### config.mk
export PLATFORM = sky130hd
export DESIGN_NAME = cmd_mailbox
export DESIGN_NICKNAME = d
export VERILOG_FILES = /design/src/rtl/mbx_pkg.sv /design/src/rtl/mbx_latch.sv /design/src/rtl/mbx_ctrl.sv /design/src/rtl/cmd_mailbox.sv
export SDC_FILE = /design/constraint.sdc
export NUM_CORES = 1
export LEC_CHECK = 0
export ABC_AREA = 1
export BUFFER_PORTS_ARGS = -buffer_cell sky130_fd_sc_hd__clkbuf_2
export CORE_MARGIN = 2
export CORE_UTILIZATION = 48
export CTS_BUF_LIST = sky130_fd_sc_hd__clkbuf_4
export DETAILED_ROUTE_END_ITERATION = 6
export GPL_TIMING_DRIVEN = 1
export PLACE_DENSITY = 0.88
export SETUP_SLACK_MARGIN = 0.1
export SYNTH_ARGS = -nofsm -noshare
export SYNTH_HDL_FRONTEND = slang
export SYNTH_SLANG_ARGS = --single-unit
### constraint.sdc
create_clock -name clk_i -period 2.05 [get_ports clk_i]
set_input_delay 0.1025 -clock clk_i [delete_from_list [all_inputs] [get_ports clk_i]]
set_output_delay 0.1025 -clock clk_i [all_outputs]
set_load 0.005 [all_outputs]
### src/rtl/mbx_pkg.sv
package mbx_pkg;
  localparam int unsigned MBX_DW    = 16;
  localparam int unsigned CTRL_W    = 2;
  localparam int unsigned STAT_W    = 8;
  // reason vector bit positions
  localparam int unsigned RSN_FREE  = 0;
  localparam int unsigned RSN_REPLY = 1;
  localparam int unsigned RSN_W     = 2;
  // coprocessor status word bit positions
  localparam int unsigned ST_CMD    = 7;
  localparam int unsigned ST_NREP   = 6;
  localparam int unsigned FL_CMD    = 3;
  localparam int unsigned FL_REP    = 7;
  typedef logic [CTRL_W-1:0] ctrl_t;
endpackage

### src/rtl/mbx_latch.sv
module mbx_latch #(
  parameter int unsigned DW = 16
) (
  input  logic          clk_i,
  input  logic          rst_ni,
  input  logic          set_i,
  input  logic [DW-1:0] data_i,
  input  logic          clr_i,
  input  logic          flush_i,
  output logic [DW-1:0] data_o,
  output logic          rdy_o
);
  logic [DW-1:0] data_q;
  logic          rdy_q;
  logic          take;

  assign take = set_i && !flush_i;

  always_ff @(posedge clk_i or negedge rst_ni) begin
    if (!rst_ni) begin
      data_q <= '0;
      rdy_q  <= 1'b0;
    end else begin
      if (take) data_q <= data_i;
      if (flush_i)    rdy_q <= 1'b0;
      else if (set_i) rdy_q <= 1'b1;
      else if (clr_i) rdy_q <= 1'b0;
    end
  end

  assign data_o = data_q;
  assign rdy_o  = rdy_q;

  AST_SET_RDY: assert property (@(posedge clk_i) disable iff (!rst_ni)
    (set_i && !flush_i) |=> rdy_o);
  AST_SET_DATA: assert property (@(posedge clk_i) disable iff (!rst_ni)
    (set_i && !flush_i) |=> (data_o == $past(data_i)));
  AST_CLR_RDY: assert property (@(posedge clk_i) disable iff (!rst_ni)
    (clr_i && !set_i) |=> !rdy_o);
  AST_FLUSH: assert property (@(posedge clk_i) disable iff (!rst_ni)
    flush_i |=> (!rdy_o && $stable(data_o)));
endmodule

### src/rtl/mbx_ctrl.sv
module mbx_ctrl
  import mbx_pkg::*;
(
  input  logic             clk_i,
  input  logic             rst_ni,
  input  logic             we_i,
  input  ctrl_t            wdata_i,
  input  logic             cmd_rdy_i,
  input  logic             reply_rdy_i,
  output logic             hold_nxt_o,
  output logic             cop_rst_o,
  output logic [RSN_W-1:0] reason_o
);
  ctrl_t ctrl_q, ctrl_d;

  assign ctrl_d = we_i ? wdata_i : ctrl_q;

  always_ff @(posedge clk_i or negedge rst_ni) begin
    if (!rst_ni) ctrl_q <= '0;
    else         ctrl_q <= ctrl_d;
  end

  // flush acts on the edge where control becomes zero
  assign hold_nxt_o = (ctrl_d == '0);
  assign cop_rst_o  = (ctrl_q == '0);

  assign reason_o[RSN_FREE]  = (ctrl_q == '1) && !cmd_rdy_i;
  assign reason_o[RSN_REPLY] = ctrl_q[1] && reply_rdy_i;

  AST_RST_ON_ZERO: assert property (@(posedge clk_i) disable iff (!rst_ni)
    (we_i && wdata_i == '0) |=> cop_rst_o);
  AST_RELEASE: assert property (@(posedge clk_i) disable iff (!rst_ni)
    (we_i && wdata_i != '0) |=> !cop_rst_o);
  AST_FREE_NEEDS_CTRL: assert property (@(posedge clk_i) disable iff (!rst_ni)
    reason_o[RSN_FREE] |-> (!cop_rst_o && !cmd_rdy_i));
  AST_REPLY_NEEDS_FLAG: assert property (@(posedge clk_i) disable iff (!rst_ni)
    reason_o[RSN_REPLY] |-> reply_rdy_i);
endmodule

### src/rtl/cmd_mailbox.sv
module cmd_mailbox
  import mbx_pkg::*;
#(
  parameter int unsigned DW = MBX_DW
) (
  input  logic              clk_i,
  input  logic              rst_ni,
  input  logic              h_cmd_we_i,
  input  logic [DW-1:0]     h_cmd_wdata_i,
  input  logic              h_reply_re_i,
  output logic [DW-1:0]     h_reply_rdata_o,
  input  logic              h_ctrl_we_i,
  input  logic [CTRL_W-1:0] h_ctrl_wdata_i,
  output logic [1:0]        h_ctrl_rdata_o,
  output logic [RSN_W-1:0]  h_irq_reason_o,
  output logic              h_irq_o,
  input  logic              c_cmd_re_i,
  output logic [DW-1:0]     c_cmd_rdata_o,
  input  logic              c_reply_we_i,
  input  logic [DW-1:0]     c_reply_wdata_i,
  input  logic              c_irq_ack_i,
  output logic              c_irq_o,
  output logic [STAT_W-1:0] c_status_o,
  output logic [STAT_W-1:0] c_flags_o,
  output logic              c_rst_o
);
  logic hold_nxt, cmd_rdy, reply_rdy, cirq_q;

  mbx_ctrl u_ctrl (
    .clk_i       (clk_i),
    .rst_ni      (rst_ni),
    .we_i        (h_ctrl_we_i),
    .wdata_i     (h_ctrl_wdata_i),
    .cmd_rdy_i   (cmd_rdy),
    .reply_rdy_i (reply_rdy),
    .hold_nxt_o  (hold_nxt),
    .cop_rst_o   (c_rst_o),
    .reason_o    (h_irq_reason_o)
  );

  mbx_latch #(.DW(DW)) u_cmd (
    .clk_i   (clk_i),
    .rst_ni  (rst_ni),
    .set_i   (h_cmd_we_i),
    .data_i  (h_cmd_wdata_i),
    .clr_i   (c_cmd_re_i),
    .flush_i (hold_nxt),
    .data_o  (c_cmd_rdata_o),
    .rdy_o   (cmd_rdy)
  );

  mbx_latch #(.DW(DW)) u_reply (
    .clk_i   (clk_i),
    .rst_ni  (rst_ni),
    .set_i   (c_reply_we_i),
    .data_i  (c_reply_wdata_i),
    .clr_i   (h_reply_re_i),
    .flush_i (hold_nxt),
    .data_o  (h_reply_rdata_o),
    .rdy_o   (reply_rdy)
  );

  always_ff @(posedge clk_i or negedge rst_ni) begin
    if (!rst_ni)          cirq_q <= 1'b0;
    else if (hold_nxt)    cirq_q <= 1'b0;
    else if (h_cmd_we_i)  cirq_q <= 1'b1;
    else if (c_irq_ack_i) cirq_q <= 1'b0;
  end

  assign c_irq_o        = cirq_q;
  assign h_irq_o        = |h_irq_reason_o;
  assign h_ctrl_rdata_o = {cmd_rdy, reply_rdy};

  always_comb begin
    c_status_o          = '0;
    c_status_o[ST_CMD]  = cmd_rdy;
    c_status_o[ST_NREP] = !reply_rdy;
    c_flags_o           = '0;
    c_flags_o[FL_CMD]   = cmd_rdy;
    c_flags_o[FL_REP]   = reply_rdy;
  end

  AST_CIRQ_ON_CMD: assert property (@(posedge clk_i) disable iff (!rst_ni)
    (h_cmd_we_i && !hold_nxt) |=> c_irq_o);
  AST_CIRQ_ACK: assert property (@(posedge clk_i) disable iff (!rst_ni)
    (c_irq_ack_i && !h_cmd_we_i) |=> !c_irq_o);
  AST_RST_QUIET: assert property (@(posedge clk_i) disable iff (!rst_ni)
    c_rst_o |-> (!h_irq_o && !c_irq_o && h_ctrl_rdata_o == 2'b00));
  AST_STATUS_MIRROR: assert property (@(posedge clk_i) disable iff (!rst_ni)
    (c_status_o[ST_CMD] == c_flags_o[FL_CMD]) && (c_status_o[ST_NREP] != c_flags_o[FL_REP]));
endmodule

* After elaboration in Yosys (flattened, before gate mapping) *
Cells that the tools add are included.

word-level totals
  logic and storage cells = 30
  input port bits = 42
  bits in latches = 0
  bits in writable memories = 0
  memories = 0
  flip-flop bits (word level) = 37
  bits in read-only memories = 0

cells by class
  order comparisons = 0
  muxes and demuxes = 10
  shift operators = 0
  add/sub/neg operators = 0
  reduce and logical (&&, ||, !) cells = 13
  bitwise gates (word level) = 0
  multipliers = 0
  eq/ne operators = 1
  div/mod/pow operators = 0

operators with widths
  operator                               count
  1-bit 2-to-1 mux                       9
  3-bit nonzero test                     3
  1-bit logical AND                      4
  2-bit zero test                        2
  1-bit zero test                        3
  2-bit == test (second input constant)  1
  2-bit 2-to-1 mux                       1
  2-bit OR reduction                     1

* Longest topological paths before layout *
  depth in word-level cells = 4
  depth in mapped cells = 8
  depth with buffers taken out = 7

* By module *
A second synthesis with hierarchy kept.

unflattened totals
  cells, all modules = 188
  area, all modules = 1734.2 um2

by module, submodules not included
  module       cells each  sequential area each (um2)  instances  area each (um2)
  mbx_latch    74          425.4                       2          719.4
  cmd_mailbox  25          25.0                        1          186.4
  mbx_ctrl     15          50.0                        1          108.9

* Least setup slack after synthesis *
No wires, ideal clock.

  kind = reg2reg
  from = register u_ctrl.ctrl_q[1]
  to = register u_cmd.data_q[10], in the netlist u_cmd.data_o[10]
  arrival time = 0.947 ns
  clock period less this slack = 1.064 ns
  buffers on the path = 1
  path slack = 0.986 ns
  cell stages (with the launch flop) = 9
  data required time = 1.933 ns
  cell sequence = dfrtp_1 -> inv_2 -> nand2_1 -> nand2_2 -> nand2_4 -> nand2_4 -> buf_6 -> nand2_1 -> nand2_1

on the way
  word-level cells in the longest chain between the ends = 4

ends and longest elaborated chain
  element                 RTL line         RTL
  from (decl)             mbx_ctrl.sv:14   ctrl_t ctrl_q, ctrl_d;
  from (signal assigned)  mbx_ctrl.sv:20   else ctrl_q <= ctrl_d;
  2-bit 2-to-1 mux        mbx_ctrl.sv:16   assign ctrl_d = we_i ? wdata_i : ctrl_q;
  2-bit zero test         mbx_ctrl.sv:24   assign hold_nxt_o = (ctrl_d == '0);
  1-bit zero test         mbx_latch.sv:17  assign take = set_i && !flush_i;
  1-bit logical AND       mbx_latch.sv:17
  to (signal assigned)    mbx_latch.sv:24  if (take) data_q <= data_i;
  to (decl)               mbx_latch.sv:13  logic [DW-1:0] data_q;

Every way passes these cells.
A chain may end at the register's enable or synchronous reset.

* Worst setup path after layout *
  from = register u_ctrl.ctrl_q[1]
  to = register u_cmd.data_q[1], in the netlist u_cmd.data_o[1]

Same word-level chain as after synthesis.

==> flow_metrics.env <==
export IMPL_fin_ws_ps=662.1
export IMPL_r2r_setup_slack_ps=660
export IMPL_yosysTopAreaCell="dfrtp_1"
export IMPL_drtIter0Drc=59
export IMPL_fillers=269
export IMPL_synth_distinct_cells=15
export IMPL_setup_viol=0
export IMPL_die_y_um=63.01
export IMPL_dp_slack_ps=676.6
export IMPL_final_common_cell="clkbuf_2"
export IMPL_num_vias=1573
export IMPL_grt_use_met2=0.3564
export IMPL_hold_start="c_reply_wdata_i[1]"
export IMPL_layout_common_cells="84 x clkbuf_2, 75 x nand2_1, 37 x dfrtp_1, 32 x nand3_1, 29 x dlygate4sd3_1"
export IMPL_boundaryPins=97
export IMPL_utilization=0.7030
export IMPL_antenna_cells=0
export IMPL_cts_tree="done"
export IMPL_slew_violations=0
export IMPL_fmax_mhz=720.5
export IMPL_use_met1=0.2399
export IMPL_tightest_slew_ps=876.1
export IMPL_crit_type="reg -> reg"
export IMPL_track_usage=0.2022
export IMPL_drive_gt1_frac=0.3333
export IMPL_post_dp_hpwl_um=2448
export IMPL_whs_endpoint="u_reply.data_o[1]"
export IMPL_rows=21
export IMPL_post_route_period_util=0.6770
export IMPL_leakagePower_nw=1.393
export IMPL_cp_arrival_ps=1610
export IMPL_path_max_fanout=37
export IMPL_grt_busiest_layer="met2"
export IMPL_holdCritPathClass="in -> reg"
export IMPL_clock_skew_ps=6.553
export IMPL_clock_latency_ps=330
export IMPL_cts_reportedPaths_clkPinSlew_ps=110
export IMPL_cp_data_required_time_ps=2270
export IMPL_cts_buffer_depth=2
export IMPL_r2r_start="u_ctrl.ctrl_q[1]"
export IMPL_grt_util_met3=0.03784
export IMPL_die_area_um2=3970
export IMPL_wirelength_um=3801
export IMPL_synth_seq_cells=37
export IMPL_portBuffers=84
export IMPL_ys_top_cells_by_area="dfrtp_1 55%, nand2_1 17%, nand3_1 9.6%, buf_4 9.0%, nand2_4 2.0%"
export IMPL_nets=338
export IMPL_synth_top_cell_area_share=0.5539
export IMPL_wire_per_inst_um=11.08
export IMPL_core_region_area_um2=3337
export IMPL_grt_overflow_total=0
export IMPL_gp_congestion=0.7563
export IMPL_initial_utilization=0.5009
export IMPL_numCtsBuffers=5
export IMPL_firstDrtPassIters=4
export IMPL_grt_pass1_wl_um=6327
export IMPL_synth_seq_area_share=0.5539
export IMPL_r2r_cells=7
export IMPL_min_period_ps=1388
export IMPL_p_per_area_nw_per_um2=690.2
export IMPL_grt_max_degree=38
export IMPL_antenna_found_initial=0
export IMPL_syn2layout_area_growth_pct=40.34
export IMPL_relSlewSlack=0.4159
export IMPL_regArea_um2=925.9
export IMPL_synth_area_um2=1672
export IMPL_multiInputGateArea_um2=559.3
export IMPL_drc=0
export IMPL_peakVddDrop_mv=0.3773
export IMPL_htree_levels=2
export IMPL_cts_root_buf="clkbuf_4"
export IMPL_avgSynthCellArea_um2=8.752
export IMPL_yosys_warnings=0
export IMPL_hold_depth=3
export IMPL_cp_start_kind="flop"
export IMPL_maxCapViolCount=0
export IMPL_first_global_vias=1416
export IMPL_postRouteAntennaNets=0
export IMPL_end_kind="flop"
export IMPL_die_x_um=63.01
export IMPL_tns_ps=0
export IMPL_r2r_end="u_cmd.data_o[1]"
export IMPL_routed_via_density=4.586
export IMPL_total_power_w=0.001619
export IMPL_hold_violations=0
export IMPL_grt_setup_unrepaired="no"
export IMPL_syn_inst=191
export IMPL_status="finished, final reports clean"
export IMPL_cts_sinks=37
-- Yosys cell counts --
cell type / count
nand2_4: 3
inv_2: 2
buf_4: 20
nand2_2: 2
nand3_1: 32
nor2_1: 3
buf_2: 2
conb_1: 1
buf_6: 2
clkbuf_1: 1
inv_1: 8
nand3b_1: 2
nand2_1: 75
buf_1: 1
dfrtp_1: 37
-- worst max-delay path: stages, from the launching register on --
cell	delay, ps
dfrtp_1	400
inv_2	50
nand2_1	60
nand2_2	70
nand2_4	320
nand2_4	220
nand2_1	100
nand2_1	60
-- sequential cells by signal, indices dropped and copies added, names as in the netlist --
| name | cells |
|---|---|
| u_reply.data_o | 16 |
| u_cmd.rdy_o | 1 |
| u_ctrl.ctrl_q | 2 |
| u_cmd.data_o | 16 |
| c_irq_o | 1 |
| u_reply.rdy_o | 1 |
-- cells by family after synthesis --
group | count (synthesis) | synth area share
buffers and inverters | 36 | 0.1362
and+or+nand+nor | 117 | 0.3076
other | 1 | 0.002243
DFF | 37 | 0.5539
-- power breakdown --
group          switching, W  leakage [nW]  total, W  internal [W]
Combinational      0.000188         0.910  0.000371      0.000183
Clock              0.000228        0.0354  0.000372      0.000144
Sequential        0.0000558         0.447  0.000876      0.000820
Total              0.000472          1.39   0.00162       0.00115
-- layer usage --
metal	routed length [µm]	part of all wire
met1	1540	0.41
met2	1963	0.52
met3	225	0.059
met4	72	0.019
met5	0	0
-- how the worst max path moves through the flow --
stage	start	endpoint	slack (ps)	cells after the start
6_report	u_ctrl.ctrl_q[1]	u_cmd.data_o[1]	660	7
4_1_cts	u_ctrl.ctrl_q[1]	u_reply.data_o[3]	660	7
3_5_place_dp	u_ctrl.ctrl_q[1]	u_reply.data_o[3]	680	7
2_1_floorplan	u_ctrl.ctrl_q[1]	u_cmd.data_o[10]	990	8
5_1_grt	u_ctrl.ctrl_q[0]	u_cmd.data_o[1]	530	7
3_3_place_gp	u_ctrl.ctrl_q[0]	u_cmd.data_o[3]	730	7
-- final cells by class --
cell class / count / area share
Multi-Input combinational cell: 129 / 0.2384
Clock inverter: 2 / 0.004267
Inverter: 10 / 0.01600
Sequential cell: 37 / 0.3947
Timing Repair Buffer: 113 / 0.3029
Tap cell: 46 / 0.02453
Clock buffer: 6 / 0.01920
-- what timing repair did --
| item | 4_1_cts | 5_1_grt |
|---|---|---|
| hold buffers | 28 | 1 |
| buffers inserted | 0 | 0 |
| endpoints found under the hold margin | 64 | 1 |
| resized for setup | 0 | 0 |
-- per-stage QoR --
| step | cells | instance area [µm²] | hold slack (ps) |
|---|---|---|---|
| 4_1_cts | 342 | 2336 | 0.03364 |
| 3_5_place_dp | 306 | 2001 | 271.3 |
| 5_1_grt | 343 | 2346 | 7.351 |
| 6_report | 343 | 2346 | 7.172 |
| 3_3_place_gp | 306 | 2001 | 252.2 |
| 2_1_floorplan | 202 | 1713 | -193.1 |
No activity file was read; power rests on OpenSTA's default activity.
